File: src/rtl/pla_pkg.sv
`timescale 1ns/1ps
package pla_pkg;

  typedef enum logic [1:0] {
    SEL_NONE = 2'd0,
    SEL_LIT  = 2'd1,
    SEL_CONN = 2'd2
  } pla_sel_e;

  // column index of an input literal inside a literal mask word
  function automatic int lit_col(input int idx, input bit inverted);
    return 2 * idx + (inverted ? 1 : 0);
  endfunction

endpackage

File: src/rtl/pla_rst_sync.sv
`timescale 1ns/1ps
module pla_rst_sync #(
  parameter int STAGES = 2
) (
  input  logic clk,
  input  logic rst_n,
  output logic rst_sync_n
);

  logic [STAGES-1:0] chain_q;
  logic [STAGES-1:0] chain_d;

  always_comb begin
    chain_d = {chain_q[STAGES-2:0], 1'b1};
  end

  always_ff @(posedge clk or negedge rst_n) begin
    if (!rst_n) begin
      chain_q <= '0;
    end else begin
      chain_q <= chain_d;
    end
  end

  assign rst_sync_n = chain_q[STAGES-1];

endmodule

File: src/rtl/pla_cfg_regs.sv
`timescale 1ns/1ps
module pla_cfg_regs
  import pla_pkg::*;
#(
  parameter int N_IN   = 4,
  parameter int N_OUT  = 3,
  parameter int N_TERM = 6,
  parameter int ADDR_W = 4,
  parameter int DATA_W = 8,
  localparam int LIT_W = 2 * N_IN
) (
  input  logic                              clk,
  input  logic                              rst_n,
  input  logic                              cfg_we,
  input  logic [ADDR_W-1:0]                 cfg_addr,
  input  logic [DATA_W-1:0]                 cfg_wdata,
  output logic [N_TERM-1:0][LIT_W-1:0]      lit_mask_q,
  output logic [N_TERM-1:0][N_OUT-1:0]      conn_mask_q
);

  pla_sel_e          sel;
  int                row;
  logic [N_TERM-1:0] lit_en;
  logic [N_TERM-1:0] conn_en;

  // address decode
  always_comb begin
    sel = SEL_NONE;
    row = 0;
    if (int'(cfg_addr) < N_TERM) begin
      sel = SEL_LIT;
      row = int'(cfg_addr);
    end else if (int'(cfg_addr) < 2 * N_TERM) begin
      sel = SEL_CONN;
      row = int'(cfg_addr) - N_TERM;
    end
  end

  // per-row clock enables
  always_comb begin
    lit_en  = '0;
    conn_en = '0;
    for (int t = 0; t < N_TERM; t++) begin
      lit_en[t]  = cfg_we && (sel == SEL_LIT)  && (row == t);
      conn_en[t] = cfg_we && (sel == SEL_CONN) && (row == t);
    end
  end

  for (genvar t = 0; t < N_TERM; t++) begin : g_row
    logic [LIT_W-1:0] lit_d;
    logic [N_OUT-1:0] conn_d;

    always_comb begin
      lit_d  = cfg_wdata[LIT_W-1:0];
      conn_d = cfg_wdata[N_OUT-1:0];
    end

    always_ff @(posedge clk or negedge rst_n) begin
      if (!rst_n) begin
        lit_mask_q[t] <= '0;
      end else if (lit_en[t]) begin
        lit_mask_q[t] <= lit_d;
      end
    end

    always_ff @(posedge clk or negedge rst_n) begin
      if (!rst_n) begin
        conn_mask_q[t] <= '0;
      end else if (conn_en[t]) begin
        conn_mask_q[t] <= conn_d;
      end
    end
  end

endmodule

File: src/rtl/pla_and_plane.sv
`timescale 1ns/1ps
module pla_and_plane
  import pla_pkg::*;
#(
  parameter int N_IN   = 4,
  parameter int N_TERM = 6,
  localparam int LIT_W = 2 * N_IN
) (
  input  logic [N_IN-1:0]              in_vec,
  input  logic [N_TERM-1:0][LIT_W-1:0] lit_mask,
  output logic [N_TERM-1:0]            term_val
);

  logic [LIT_W-1:0] literals;

  // true and complement columns for every input
  always_comb begin
    literals = '0;
    for (int i = 0; i < N_IN; i++) begin
      literals[lit_col(i, 1'b0)] = in_vec[i];
      literals[lit_col(i, 1'b1)] = ~in_vec[i];
    end
  end

  // a term is 1 when no selected literal is 0
  for (genvar t = 0; t < N_TERM; t++) begin : g_term
    always_comb begin
      term_val[t] = &(literals | ~lit_mask[t]);
    end
  end

endmodule

File: src/rtl/pla_or_plane.sv
`timescale 1ns/1ps
module pla_or_plane #(
  parameter int N_OUT  = 3,
  parameter int N_TERM = 6
) (
  input  logic [N_TERM-1:0]            term_val,
  input  logic [N_TERM-1:0][N_OUT-1:0] conn_mask,
  output logic [N_OUT-1:0]             out_vec
);

  for (genvar j = 0; j < N_OUT; j++) begin : g_out
    logic [N_TERM-1:0] column;

    always_comb begin
      for (int t = 0; t < N_TERM; t++) begin
        column[t] = conn_mask[t][j];
      end
      out_vec[j] = |(term_val & column);
    end
  end

endmodule

File: src/rtl/pla_array.sv
`timescale 1ns/1ps
module pla_array #(
  parameter int N_IN    = 4,
  parameter int N_OUT   = 3,
  parameter int N_TERM  = 6,
  localparam int LIT_W  = 2 * N_IN,
  localparam int DATA_W = (LIT_W > N_OUT) ? LIT_W : N_OUT,
  localparam int ADDR_W = $clog2(2 * N_TERM)
) (
  input  logic              clk,
  input  logic              rst_n,
  input  logic              cfg_we,
  input  logic [ADDR_W-1:0] cfg_addr,
  input  logic [DATA_W-1:0] cfg_wdata,
  input  logic [N_IN-1:0]   in_vec,
  output logic [N_OUT-1:0]  out_vec
);

  logic                         core_rst_n;
  logic [N_TERM-1:0][LIT_W-1:0] and_mask_q;
  logic [N_TERM-1:0][N_OUT-1:0] or_mask_q;
  logic [N_TERM-1:0]            term_val;

  pla_rst_sync #(.STAGES(2)) u_rst_sync (
    .clk        (clk),
    .rst_n      (rst_n),
    .rst_sync_n (core_rst_n)
  );

  pla_cfg_regs #(
    .N_IN   (N_IN),
    .N_OUT  (N_OUT),
    .N_TERM (N_TERM),
    .ADDR_W (ADDR_W),
    .DATA_W (DATA_W)
  ) u_cfg_regs (
    .clk         (clk),
    .rst_n       (core_rst_n),
    .cfg_we      (cfg_we),
    .cfg_addr    (cfg_addr),
    .cfg_wdata   (cfg_wdata),
    .lit_mask_q  (and_mask_q),
    .conn_mask_q (or_mask_q)
  );

  pla_and_plane #(
    .N_IN   (N_IN),
    .N_TERM (N_TERM)
  ) u_and_plane (
    .in_vec   (in_vec),
    .lit_mask (and_mask_q),
    .term_val (term_val)
  );

  pla_or_plane #(
    .N_OUT  (N_OUT),
    .N_TERM (N_TERM)
  ) u_or_plane (
    .term_val  (term_val),
    .conn_mask (or_mask_q),
    .out_vec   (out_vec)
  );

endmodule

File: config.mk
export PLATFORM = sky130hd
export DESIGN_NAME = pla_array
export DESIGN_NICKNAME = d
export VERILOG_FILES = /design/src/rtl/pla_pkg.sv /design/src/rtl/pla_rst_sync.sv /design/src/rtl/pla_cfg_regs.sv /design/src/rtl/pla_and_plane.sv /design/src/rtl/pla_or_plane.sv /design/src/rtl/pla_array.sv
export SDC_FILE = /design/constraint.sdc
export NUM_CORES = 1
export LEC_CHECK = 0
export BUFFER_PORTS_ARGS = -buffer_cell sky130_fd_sc_hd__buf_2
export CAP_MARGIN = 40
export CORE_AREA = 2 2 76 78
export DETAILED_ROUTE_END_ITERATION = 10
export DIE_AREA = 0 0 78 80
export PLACE_DENSITY_LB_ADDON = 0.08
export RECOVER_POWER = 100
export SYNTH_ARGS = -nofsm -noshare
export SYNTH_HDL_FRONTEND = slang
export SYNTH_SLANG_ARGS = --single-unit
export TNS_END_PERCENT = 30
File: constraint.sdc
create_clock -name clk -period 4.7 [get_ports clk]
set_clock_uncertainty 0.1 [all_clocks]
set_input_delay 0.705 -clock clk [delete_from_list [all_inputs] [get_ports clk]]
set_output_delay 0.705 -clock clk [all_outputs]
set_load 0.05 [all_outputs]
# Word-level counts from Yosys, hierarchy flattened
# Cells that the tools add are included.
[word_totals]
out_inout_bits = 3
inputBits = 19
elab_cells = 70
ff_bits = 68
[classes]
n_bitwise = 19
n_eq_ne = 7
reduce_logical = 24
mux = 4
n_addsub = 1
magnitude_cmp = 2
[ops]
columns = ["cell", "count"]
rows = [
  ["== test 32 x 3 -> 1 bit, second input constant", 2],
  ["== test 32 x 4 -> 1 bit, second input constant", 2],
  ["2-to-1 mux 32 bit", 2],
  ["NOT 8 bit", 6],
  ["OR 8 bit", 6],
  ["AND reduction 8 bit", 6],
  ["== test 32 x 2 -> 1 bit, second input constant", 1],
  ["logical NOT 32 bit", 1],
  ["AND 6 bit", 3],
  ["OR reduction 6 bit", 3],
  ["logical AND 1 bit", 14],
  ["subtractor 4 x 3 -> 5 bit, second input constant", 1],
  ["less-than comparator 4 x 3 -> 1 bit, second input constant", 1],
  ["less-than comparator 4 bit, second input constant", 1],
  ["2-to-1 mux 2 bit", 2],
  ["NOT 1 bit", 4],
  ["== test 2 x 1 -> 1 bit, second input constant", 1],
  ["== test 2 bit, second input constant", 1],
]

# Logic depth before layout (Yosys ltp)
[logic_depth]
ltp_word = 6
ltp_mapped = 8
depth_no_buf = 7

# By module
# From an unflattened synthesis, not the netlist that was laid out.
[unflattened]
cells_unflattened = 231
hier_area_um2 = 3211.8
[by_module_without_submodules]
columns = ["mod", "cells_each", "seq_area_each_um2", "area_per_inst_um2", "instances"]
rows = [
  ["pla_cfg_regs", 182, 1651.6, 2741.4, 1],
  ["pla_and_plane", 34, 0.0, 334.1, 1],
  ["pla_or_plane", 12, 0.0, 82.6, 1],
  ["pla_rst_sync", 3, 50.0, 53.8, 1],
]

# Worst setup path before layout
# OpenSTA, ideal clock, no wires.
[synth_path]
kind = "input to output"
startpoint = "input port in_vec[1]"
endpoint = "output port out_vec[0]"
setup_slack_ns = 1.985
t_arrival_ns = 1.910
n_path_buf = 1
stages = 5
cell_sequence = "clkbuf_1 > mux2i_1 > and4_1 > a22oi_1 > nand3_1"
[synth_via]
elab_chain_len = 5
word_cells_on_any_way = 15
[synth_lines]
columns = ["item", "line", "source"]
rows = [
  ["start: declaration", "pla_array.sv:15", "input logic [N_IN-1:0] in_vec,"],
  ["NOT 1 bit", "pla_and_plane.sv:21", "literals[lit_col(i, 1'b1)] = ~in_vec[i];"],
  ["OR 8 bit", "pla_and_plane.sv:28", "term_val[t] = &(literals | ~lit_mask[t]);"],
  ["AND reduction 8 bit", "pla_and_plane.sv:28", ""],
  ["AND 6 bit (*)", "pla_or_plane.sv:18", "out_vec[j] = |(term_val & column);"],
  ["OR reduction 6 bit (*)", "pla_or_plane.sv:18", ""],
  ["end: declaration", "pla_array.sv:16", "output logic [N_OUT-1:0] out_vec"],
]
# Mark *: on every way between the ends. The rest lies on a longest branch, timed or not.

# Worst setup path after layout
[layout_path]
startpoint = "input port cfg_addr[2]"
endpoint = "register u_cfg_regs.lit_mask_q[11] in the netlist's numbering"
[layout_via]
elab_chain_len = 6
word_cells_on_any_way = 11
[layout_lines]
columns = ["item", "line", "source"]
rows = [
  ["start: declaration", "pla_array.sv:13", "input logic [ADDR_W-1:0] cfg_addr,"],
  ["branches (longest 5 deep; another with subtractor 4 x 3 -> 5 bit)", "--", ""],
  ["logical AND 1 bit (*)", "pla_cfg_regs.sv:44", "lit_en[t] = cfg_we && (sel == SEL_LIT) && (row == t);"],
  ["end signal: indexed assignment", "pla_cfg_regs.sv:62", "lit_mask_q[t] <= lit_d;"],
  ["end: declaration", "pla_cfg_regs.sv:17", "output logic [N_TERM-1:0][LIT_W-1:0] lit_mask_q,"],
]
# Mark *: on every way between the ends.
# A chain may end at the register's enable or synchronous reset.

==> flow_summary.html <==
<table>
<tr><th>Metric</th><th>Value</th></tr>
<tr><th colspan="2">Global route</th></tr>
<tr><td>Maximum number of pins on one net before global-route repair</td><td>67</td></tr>
<tr><td>Number of antenna violations at the first check in global routing</td><td>0</td></tr>
<tr><td>Via count of the first global-routing pass</td><td>a little over 2000</td></tr>
<tr><td>Gr ovfl total</td><td>0</td></tr>
<tr><td>Global router's overall resource usage</td><td>0.2304</td></tr>
<tr><td>First-pass GRT wire length</td><td>10550 um</td></tr>
<tr><th colspan="2">Synthesis</th></tr>
<tr><td>Synthesized-area fraction occupied by and/or/nand/nor cells</td><td>0.07430</td></tr>
<tr><td>Dominant combinational cell family by area after synthesis</td><td>multiplexers</td></tr>
<tr><td>Flip-flop and latch count after synthesis</td><td>68</td></tr>
<tr><td>Primary flip-flop cell chosen by synthesis mapping</td><td>dfrtp_1</td></tr>
<tr><td>Fraction of the yosys area taken by sequential cells</td><td>0.5263</td></tr>
<tr><td>Mapped Cells</td><td>231</td></tr>
<tr><td>Compound-cell area share of the yosys netlist</td><td>0.04799</td></tr>
<tr><td>Adder-cell share of the synthesized area</td><td>0.007740</td></tr>
<tr><td>Number of synthesized flops with an enable pin</td><td>0</td></tr>
<tr><td>Multiplexer share of the synthesized area</td><td>0.3135</td></tr>
<tr><td>Number of distinct library cells after synthesis</td><td>42</td></tr>
<tr><td>Synth Area per Inst</td><td>14.00 um2</td></tr>
<tr><td>Number of warning messages in the yosys log</td><td>0</td></tr>
<tr><td>Async SR Flop Fraction</td><td>1.000</td></tr>
<tr><td>Parity-gate share of the synthesized area counting xor and xnor cells</td><td>0.002709</td></tr>
<tr><td>Mapped Area</td><td>3233 um2</td></tr>
<tr><td>Number of nets produced by synthesis</td><td>252</td></tr>
<tr><th colspan="2">Floorplan</th></tr>
<tr><td>Core box area</td><td>5405 um2</td></tr>
<tr><td>Die extent in y</td><td>~80 um</td></tr>
<tr><td>Die Area</td><td>6240 um2</td></tr>
<tr><td>X dimension of the die</td><td>~80 um</td></tr>
<tr><td>Effective utilization at floorplan</td><td>0.5981</td></tr>
<tr><td>Number of top-level pins</td><td>22</td></tr>
<tr><td>Row Count</td><td>27</td></tr>
<tr><th colspan="2">Clock network</th></tr>
<tr><td>Clock latency at the later pin of the worst-skew pair</td><td>330 ps</td></tr>
<tr><td>CTS Hold Bufs</td><td>0</td></tr>
<tr><td>Number of resized instances in the post-cts repair step</td><td>0</td></tr>
<tr><td>Count of buffers added by post-CTS timing repair for setup</td><td>0</td></tr>
<tr><td>Num Clock Sinks</td><td>68</td></tr>
<tr><td>H-tree Lvls</td><td>3</td></tr>
<tr><td>Root buffer cell</td><td>clkbuf_8</td></tr>
<tr><td>Clock tree from TritonCTS</td><td>yes</td></tr>
<tr><td>CTS clock-pin slew for the worst setup and hold paths</td><td>70 ps</td></tr>
<tr><td>Deepest clock path buffer count</td><td>2</td></tr>
<tr><td>TritonCTS buffer count</td><td>9</td></tr>
<tr><th colspan="2">Drt</th></tr>
<tr><td>Number of remaining DRC errors</td><td>0</td></tr>
<tr><td>Total iterations of the first detailed-routing run</td><td>4</td></tr>
<tr><td>Wire length reported by the detailed router</td><td>about 6500 um</td></tr>
<tr><td>DR top layer</td><td>met4</td></tr>
<tr><td>Routed length on met3</td><td>156 um</td></tr>
<tr><td>M1 wire length</td><td>3081 um</td></tr>
<tr><td>Detailed Route Iter0 Violations</td><td>97</td></tr>
<tr><td>Wirelength per Cell</td><td>19.97 um</td></tr>
<tr><td>Number of vias per cell after detailed routing</td><td>6.031</td></tr>
<tr><td>Met2 wire len</td><td>3155 um</td></tr>
<tr><td>Post-DRT Antenna Nets</td><td>0</td></tr>
<tr><td>Detailed-route via count</td><td>approximately 2000</td></tr>
<tr><th colspan="2">STA</th></tr>
<tr><td>Post-route minimum period</td><td>~3600 ps</td></tr>
<tr><td>Unrepaired setup endpoints after global routing</td><td>no</td></tr>
<tr><td>Rel. slew slack</td><td>0.06674</td></tr>
<tr><td>Minimum setup slack in the final design</td><td>1119 ps</td></tr>
<tr><td>Slew Limit Fails</td><td>0</td></tr>
<tr><td>Transition time at the pin with the least slew margin</td><td>1389 ps</td></tr>
<tr><td>Final hold viol count</td><td>0</td></tr>
<tr><td>Final setup violation count</td><td>0</td></tr>
<tr><td>Final cycle utilization of the critical path</td><td>0.7619</td></tr>
<tr><td>Max Clk Rate</td><td>between 200 and 300 MHz</td></tr>
<tr><td>Sum of negative setup slack</td><td>0 ps</td></tr>
<tr><th colspan="2">Place</th></tr>
<tr><td>Number of input and output port buffers inserted</td><td>21</td></tr>
<tr><td>Post-placement setup slack</td><td>1449 ps</td></tr>
<tr><td>DPL Wire Length</td><td>4428 um</td></tr>
<tr><td>Placer congestion estimate</td><td>0.8554</td></tr>
<tr><th colspan="2">Setup path</th></tr>
<tr><td>Worst stage delay on the critical path</td><td>between 1000 and 1500 ps</td></tr>
<tr><td>Ordered cell list for the critical path</td><td>clkbuf_1 &gt; ha_1 &gt; inv_1 &gt; ha_1 &gt; nor2b_1 &gt; a41oi_1 &gt; a211oi_1 &gt; mux2_2</td></tr>
<tr><td>Category of the worst setup path capture point</td><td>flip-flop</td></tr>
<tr><td>WS Path Type</td><td>in -&gt; reg</td></tr>
<tr><td>Cell repeated most along the worst path</td><td>ha_1</td></tr>
<tr><td>Arrival time reported for the critical path endpoint</td><td>3700 ps</td></tr>
<tr><td>Setup crit start kind</td><td>primary input</td></tr>
<tr><td>Data required time of the critical path</td><td>4820 ps</td></tr>
<tr><td>Slowest stage cell on the critical path</td><td>a211oi_1</td></tr>
<tr><td>Critical path fanouts, max</td><td>12</td></tr>
<tr><th colspan="2">Finish</th></tr>
<tr><td>Fraction of final layout cells with drive strength greater than 1</td><td>0.3569</td></tr>
<tr><td>Area grow syn2layout</td><td>8.514%</td></tr>
<tr><td>Final nets</td><td>271</td></tr>
<tr><td>Util after Layout</td><td>0.6491</td></tr>
<tr><td>Number of diodes</td><td>0</td></tr>
<tr><th colspan="2">Pwr</th></tr>
<tr><td>Leak pwr</td><td>1.669 nW</td></tr>
<tr><td>Power density cells</td><td>436.2 nW/um2</td></tr>
<tr><td>Worst vdd rail ir drop</td><td>0.3078 mV</td></tr>
<tr><td>Post-layout total power</td><td>1.530 mW</td></tr>
<tr><th colspan="2">Outcome</th></tr>
<tr><td>Result of the run</td><td>completed</td></tr>
<tr><th colspan="2">Run</th></tr>
<tr><td># Max-Cap Violations</td><td>0</td></tr>
<tr><th colspan="2">Hold path</th></tr>
<tr><td>Classification of the worst-slack hold path</td><td>in -&gt; async</td></tr>
</table>
cells in the mapped netlist, drive strengths merged, types with 2 or more instances:
cell type,instances,area share
nor3,2,0.0046
a22oi,9,0.021
and4,6,0.016
a21oi,2,0.0031
dfrtp,68,0.53
nor2,2,0.0023
nand3,4,0.0062
inv,3,0.0035
a211oi,2,0.0062
o21ai,2,0.0031
buf,5,0.012
mux2i,24,0.074
nor3b,2,0.0062
nor4,2,0.0085
ha,2,0.0077
clkbuf,9,0.010
nor2b,4,0.0077
mux2,66,0.24
cell families after synthesis:
group,count (synthesis)
muxes,90
DFF,68
and+or+nand+nor,31
AOI/OAI and AO/OA,21
buffers and inverters,17
adders and majority gates,2
other,1
xor gates and xnor gates,1
per-stage QoR:
step / instance area [um2] / instances / hold slack, ps
after floorplan: 3233 / 231 / 231.2
after global placement: 3363 / 311 / 236.9
after detailed placement: 3363 / 311 / 250.2
after CTS: 3566 / 327 / 32.04
after global routing: 3508 / 327 / 37.33
final: 3508 / 327 / 41.31
final cells by class:
cell class / count / area (um2)
clock buffers: 12 / 155.1
clock inverters: 4 / 47.55
fillers: 419 / 1897
inverters: 3 / 11.26
multi-input cells: 146 / 1395
flip-flops and latches: 68 / 1703
well taps: 72 / 90.09
repair buffers: 22 / 106.4
registers in the layout (all words and copies together), names as in the netlist:
register                count
u_cfg_regs.conn_mask_q     18
u_cfg_regs.lit_mask_q      48
u_rst_sync.chain_q          2
path summary, 6_finish.rpt:
kind | from | endpoint | slack, ps | cells after the start
worst max register to register | u_rst_sync.chain_q[1] | u_cfg_regs.conn_mask_q[3] | 3620 | 1
worst min register to register | u_rst_sync.chain_q[0] | u_rst_sync.chain_q[1] | 260 | 0
min in group clk | u_rst_sync.chain_q[0] | u_rst_sync.chain_q[1] | 260 | 0
worst max-delay path | cfg_addr[2] | u_cfg_regs.lit_mask_q[11] | 1120 | 8
max in group asynchronous | u_rst_sync.chain_q[1] | u_cfg_regs.conn_mask_q[3] | 3620 | 1
worst min-delay path | rst_n | u_rst_sync.chain_q[0] | 40 | 1
cells in the final DEF, fill, tap and decap left out, drive strengths merged, types with 2 or more instances in the layout:
cell type / count
nor4: 2
a21oi: 2
and4: 6
nor3: 2
clkinv: 2
nand3: 4
nor2b: 4
clkbuf: 17
ha: 2
nor3b: 2
buf: 17
mux2: 66
inv: 3
a211oi: 2
a22oi: 9
mux2i: 24
o21ai: 2
dfrtp: 68
nor2: 2
worst max-delay path: cells and delay by family:
family | cells | cell delay, ps
buf+inv | 2 | 470
compound gates | 2 | 1320
simple gates | 1 | 220
fa+ha+maj | 2 | 550
mux | 1 | 430
where the power goes:
group          leakage (nW)  internal [mW]  switching [mW]  total [mW]
Clock                 0.102          0.272           0.210       0.482
Combinational         0.668          0.132           0.183       0.315
Sequential            0.898          0.682          0.0512       0.733
metal layers:
layer | vias to the layer above | track usage
met2 | 33 | 0.3776
met1 | 1033 | 0.3020
met5 | - | 0
li1 | 895 | -
met4 | 0 | 0.1035
met3 | 11 | 0.04072
No activity file was read; power rests on OpenSTA's default activity.
